[src/rtl/btc_pkg.sv]
package btc_pkg;
  localparam int ADDR_W      = 32;
  localparam int DATA_W      = 128;
  localparam int WORD_W      = 32;
  localparam int BURST_BEATS = 4;
  localparam int BEAT_BYTES  = DATA_W / 8;
  localparam int BURST_BYTES = BURST_BEATS * BEAT_BYTES;
  localparam int LANES       = DATA_W / WORD_W;

  // Address of burst number idx counted from the phase base.
  function automatic logic [ADDR_W-1:0] burst_addr(input logic [ADDR_W-1:0] base,
                                                  input logic [ADDR_W-1:0] idx);
    return base + idx * ADDR_W'(BURST_BYTES);
  endfunction

  // Global beat number inside a phase.
  function automatic logic [WORD_W-1:0] beat_index(input logic [WORD_W-1:0] burst,
                                                  input logic [WORD_W-1:0] beat);
    return burst * WORD_W'(BURST_BEATS) + beat;
  endfunction

  // Data carried by a beat: its index copied into every lane.
  function automatic logic [DATA_W-1:0] beat_pattern(input logic [WORD_W-1:0] idx);
    logic [DATA_W-1:0] v;
    for (int i = 0; i < LANES; i++) v[i*WORD_W +: WORD_W] = idx;
    return v;
  endfunction
endpackage

[src/rtl/btc_regs.sv]
module btc_regs
  import btc_pkg::*;
#(
  parameter int LITE_AW = 5,
  parameter int CNT_W   = 16,
  parameter int USER_W  = 1,
  parameter int CYC_W   = 32,
  parameter int OK_W    = 18
) (
  input  logic               clk,
  input  logic               rst_n,
  input  logic [LITE_AW-1:0] s_awaddr,
  input  logic               s_awvalid,
  output logic               s_awready,
  input  logic [31:0]        s_wdata,
  input  logic               s_wvalid,
  output logic               s_wready,
  output logic               s_bvalid,
  input  logic               s_bready,
  input  logic [LITE_AW-1:0] s_araddr,
  input  logic               s_arvalid,
  output logic               s_arready,
  output logic [31:0]        s_rdata,
  output logic               s_rvalid,
  input  logic               s_rready,
  output logic               cmd_wr,
  output logic               cmd_rd,
  output logic [ADDR_W-1:0]  base,
  output logic [CNT_W-1:0]   n_bursts,
  output logic [3:0]         sb_cache,
  output logic [2:0]         sb_prot,
  output logic [USER_W-1:0]  sb_user,
  input  logic [3:0]         status,
  input  logic [CYC_W-1:0]   wr_cycles,
  input  logic [CYC_W-1:0]   rd_cycles,
  input  logic [OK_W-1:0]    ok_count
);
  localparam int IDX_W = LITE_AW - 2;

  logic             wr_take;
  logic [IDX_W-1:0] w_idx, r_idx;
  logic [31:0]      rd_mux;
  logic             unused_bits;

  assign wr_take   = s_awvalid && s_wvalid && !s_bvalid;
  assign s_awready = wr_take;
  assign s_wready  = wr_take;
  assign s_arready = !s_rvalid;
  assign w_idx     = s_awaddr[LITE_AW-1:2];
  assign r_idx     = s_araddr[LITE_AW-1:2];
  assign unused_bits = ^{s_awaddr[1:0], s_araddr[1:0], s_wdata};

  always_comb begin
    case (r_idx)
      IDX_W'(0): rd_mux = {28'd0, status};
      IDX_W'(1): rd_mux = 32'(base);
      IDX_W'(2): rd_mux = 32'(n_bursts);
      IDX_W'(3): rd_mux = 32'({sb_user, 1'b0, sb_prot, sb_cache});
      IDX_W'(4): rd_mux = 32'(wr_cycles);
      IDX_W'(5): rd_mux = 32'(rd_cycles);
      IDX_W'(6): rd_mux = 32'(ok_count);
      default:   rd_mux = 32'd0;
    endcase
  end

  always_ff @(posedge clk) begin
    if (!rst_n) begin
      s_bvalid <= 1'b0;
      s_rvalid <= 1'b0;
      s_rdata  <= '0;
      cmd_wr   <= 1'b0;
      cmd_rd   <= 1'b0;
      base     <= '0;
      n_bursts <= '0;
      sb_cache <= '0;
      sb_prot  <= '0;
      sb_user  <= '0;
    end else begin
      cmd_wr <= 1'b0;
      cmd_rd <= 1'b0;
      if (wr_take) begin
        s_bvalid <= 1'b1;
        case (w_idx)
          IDX_W'(0): begin
            cmd_wr <= s_wdata[0];
            cmd_rd <= s_wdata[1];
          end
          IDX_W'(1): base     <= s_wdata[ADDR_W-1:0];
          IDX_W'(2): n_bursts <= s_wdata[CNT_W-1:0];
          IDX_W'(3): begin
            sb_cache <= s_wdata[3:0];
            sb_prot  <= s_wdata[6:4];
            sb_user  <= s_wdata[8 +: USER_W];
          end
          default: ;
        endcase
      end else if (s_bvalid && s_bready) begin
        s_bvalid <= 1'b0;
      end
      if (s_arvalid && s_arready) begin
        s_rvalid <= 1'b1;
        s_rdata  <= rd_mux;
      end else if (s_rvalid && s_rready) begin
        s_rvalid <= 1'b0;
      end
    end
  end
endmodule

[config.mk]
export PLATFORM = sky130hd
export DESIGN_NAME = btc_regs
export DESIGN_NICKNAME = d
export VERILOG_FILES = /design/src/rtl/btc_pkg.sv /design/src/rtl/btc_regs.sv
export SDC_FILE = /design/constraint.sdc
export NUM_CORES = 1
export LEC_CHECK = 0
export CAP_MARGIN = 20
export CORE_UTILIZATION = 41
export DETAILED_ROUTE_END_ITERATION = 6
export HOLD_SLACK_MARGIN = 0.08
export PLACE_DENSITY_LB_ADDON = 0.08
export SLEW_MARGIN = 10
export SYNTH_ARGS = -nofsm -noshare
export SYNTH_HDL_FRONTEND = slang
export SYNTH_SLANG_ARGS = --single-unit
[constraint.sdc]
create_clock -name clk -period 1.8 [get_ports clk]
set_input_delay 0.18 -clock clk [delete_from_list [all_inputs] [get_ports clk]]
set_output_delay 0.18 -clock clk [all_outputs]
set_load 0.1 [all_outputs]
==> results_dict.tcl <==
set metrics [dict create \
    run_status "finished clean" \
    cpPeakStageDelay_ns 0.78 \
    synth_edf_count 0 \
    number_of_buffer_cells_added_on_primary_ports 225 \
    initial_utilization_pct 42.12 \
    final_antenna_net_count 0 \
    cap_viol_max_count 0 \
    final_min_period_over_clock_period_pct 92.38 \
    hold_slack_final_ns 0.1798 \
    cts_tree "built" \
    floorplan.die.width_um 107.5 \
    gr-usage-all-layers_pct 26.13 \
    yosys_warnings 0 \
    synth-seq-area-share_pct 40.34 \
    cts_resized 0 \
    worst_setup_path_end_kind "flop" \
    dp.cells 854 \
    detail_route.wirelength_um 15270 \
    fin_setup_tns_ns 0 \
    via_per_instance_ratio 5.495 \
    cts_num_sinks 92 \
    total_power_w 0.004584 \
    powerDensity_nw_per_um2 659.5 \
    cellInternalPower_w 0.003136 \
    design.core.area_um2 10840 \
    syn_area_per_cell_um2 8.952 \
    critical_path.n_buffers_inverters 1 \
    globalRoute.totalOverflow 0 \
    power.combinational.fraction_pct 26.2 \
    synth_cell_type_count 49 \
    setup-violations-final 0 \
    timing.critical_path.required_ns 2.08 \
    postCtsHoldBufs 0 \
    critical_path.cell_chain "clkdlybuf4s50_1 -> nor2b_2 -> o2bb2ai_1 -> a22oi_1 -> nor2b_1" \
    nNetsFinal 860 \
    p_leak_nw 2.739 \
    final_weighted_congestion_of_routability_driven_global_placement 0.8419 \
    most-common-layout-cells "clkdlybuf4s50_1 (128), buf_4 (122), dfxtp_1 (90)" \
    cp_data_arrival_time_ns 1.94 \
    first_global_vias 4647 \
    grt_max_degree 65 \
    hold_viol 0 \
    power.ir.vdd_worst_mv 0.4453 \
    switching_share_of_power_pct 31.58 \
    slew_headroom_pct 37.52 \
    max_freq_mhz 601.4 \
    timing_worst_slew_pin_value_ns 0.9330 \
    final_period_minus_worst_setup_slack_ns 1.663 \
    total_switching_power_w 0.001448 \
    ios 230 \
    route.vias.total 4775 \
    postPlaceCellArea_um2 6782 \
    clkLatencyLatePin_ns 0.36 \
    path_max_fanout 19 \
    die_area_um2 11560 \
    drt_iter0_markers 210 \
    drt-wirelength-per-cell_um 17.57 \
    timing_worst_setup_path_type "input pin to flop" \
    syn-cell-area_um2 4566 \
    crit_path_top_delay_cell "nor2b_2" \
    num-fill-cells 949 \
    crit_family "simple AND/OR/NAND/NOR gates" \
    cts_htree_levels 3 \
    final_layout_size_suffix_gt1_share_pct 27.02 \
    max_clock_skew_ns 0.007532 \
    start_kind "input pin" \
    clock-root-buffer "clkbuf_8" \
    dr.pass1.iters 4 \
    antenna_cell_count 0 \
    post_route_cell_area_um2 6950 \
    final_cell_count_no_fill 869 \
    number_of_remaining_drc_errors 0 \
    placement_rows 38 \
    clock_power_share_pct 27.8 \
    area_growth_syn_to_layout_pct 52.23 \
    numCtsBuffers 9 \
    share_of_total_power_in_sequential_cells_pct 46.1 \
    async_flop_share_pct 0 \
    antenna_found_initial 0 \
    chipHeight_um 107.5 \
    synth_ff_type "dfxtp_1" \
    layout.cells.most_common "clkdlybuf4s50_1" \
    ys_ff_latch 92 \
    grt_first_pass_wirelength_um 23380 \
    post-dp-hpwl_um 11420 \
    worst_setup_hold_path_clk_slew_ns 0.09 \
    final_max_tran_viols 0 \
    worst_hold_path_type "input pin to flop" \
    number_of_buffers_inserted_by_post_cts_setup_repair 0 \
    grt_setup_unrepaired "no" \
    synthesis.instances 510 \
    synth_nets 645 \
    ctsLongestPathBuffers 2 \
]
-- power groups by stage --
stage | clock network, W | registers, W | logic (W)
finish | 0.00127 | 0.00211 | 0.00120
global route | 0.00139 | 0.00212 | 0.00126
CTS | 0.00130 | 0.00211 | 0.00120
detailed placement | 0 | 0.00216 | 0.00120
global placement | 0 | 0.00216 | 0.00119
floorplan | 0 | 0.00248 | 0.000372
-- final cells by class --
type	count	area (um^2)	area share, %
Inverter	5	22.52	0.3240
Clock inverter	2	10.01	0.1440
Clock buffer	13	158.9	2.286
Tap cell	140	175.2	2.520
Multi-Input combinational cell	361	2435	35.03
Timing Repair Buffer	256	2302	33.12
Sequential cell	92	1847	26.57
-- routing by layer --
layer | vias to the layer above | part of all wire (%) | GRT usage, %
met1 | 2280 | 40 | 29.52
met4 | 0 | 1.1 | 6.751
li1 | 2300 | - | -
met2 | 178 | 51 | 48.17
met3 | 17 | 8.0 | 6.840
met5 | - | 0 | 0
-- cell families (layout without fill, tap and decap cells) --
group / Yosys count / in the layout / synth area share, %
DFF: 92 / 92 / 40.34
muxes: 36 / 36 / 8.331
AOI/OAI and AO/OA: 159 / 159 / 24.36
buffers and inverters: 57 / 276 / 6.385
and+or+nand+nor: 166 / 166 / 20.58
-- worst register-to-register path, stage by stage (launching register included) --
cell and delay, ns:
dfxtp_2 0.35, nand2b_1 0.30, and2_0 0.38, a22oi_1 0.29, o31ai_1 0.10
-- registers in the layout, summed over array words and instances, names as in the netlist --
register  cells
cmd_rd        1
base         32
n_bursts     16
sb_cache      4
s_bvalid      1
s_rvalid      1
sb_user       1
s_rdata      32
sb_prot       3
cmd_wr        1
-- worst paths after layout --
check,from,end,slack [ns],cells after the start
setup / recovery,s_araddr[4],s_rdata[21],0.14,5
setup reg to reg,s_rvalid,s_rdata[1],0.25,4
hold / removal,rst_n,s_rdata[7],0.18,3
hold reg to reg,s_rdata[4],s_rdata[4],0.46,2
-- through the flow --
stage / setup WS [ns] / utilization (%)
detailed placement: -0.2079 / 62.56
CTS: 0.1417 / 64.12
finish: 0.1372 / 64.12
floorplan: 0.02206 / -
global route: 0.05120 / 64.12
global placement: -0.1308 / 62.56
-- Yosys cell counts, types with 2 or more instances --
cell       count  area (um^2)
buf_1          2        7.510
nand4_1        4        25.02
buf_2         19        95.09
and4b_1        2        20.02
o21ai_0       43        215.2
o211a_1        2        20.02
and2_1         5        31.28
nand2_1       53        198.9
a31oi_1        3        18.77
clkbuf_1      22        82.58
nor2_1         8        30.03
buf_8          2        30.03
buf_4          4        30.03
nand3_1       49        245.2
a221oi_1      14        122.6
o21ai_2       16        140.1
mux2_2        16        180.2
inv_1          4        15.01
mux2i_1       20        200.2
nor2b_1       19        118.9
nand3_2       14        140.1
o211ai_1       5        37.54
o31ai_1        6        45.04
dfxtp_1       92         1842
o22a_1         4        35.03
o2bb2ai_1     16        140.1
a22oi_1       28        210.2
o21ai_1        5        25.02
a21oi_1       12        60.06
buf_6          2        22.52
No activity file was read; power rests on OpenSTA's default activity.
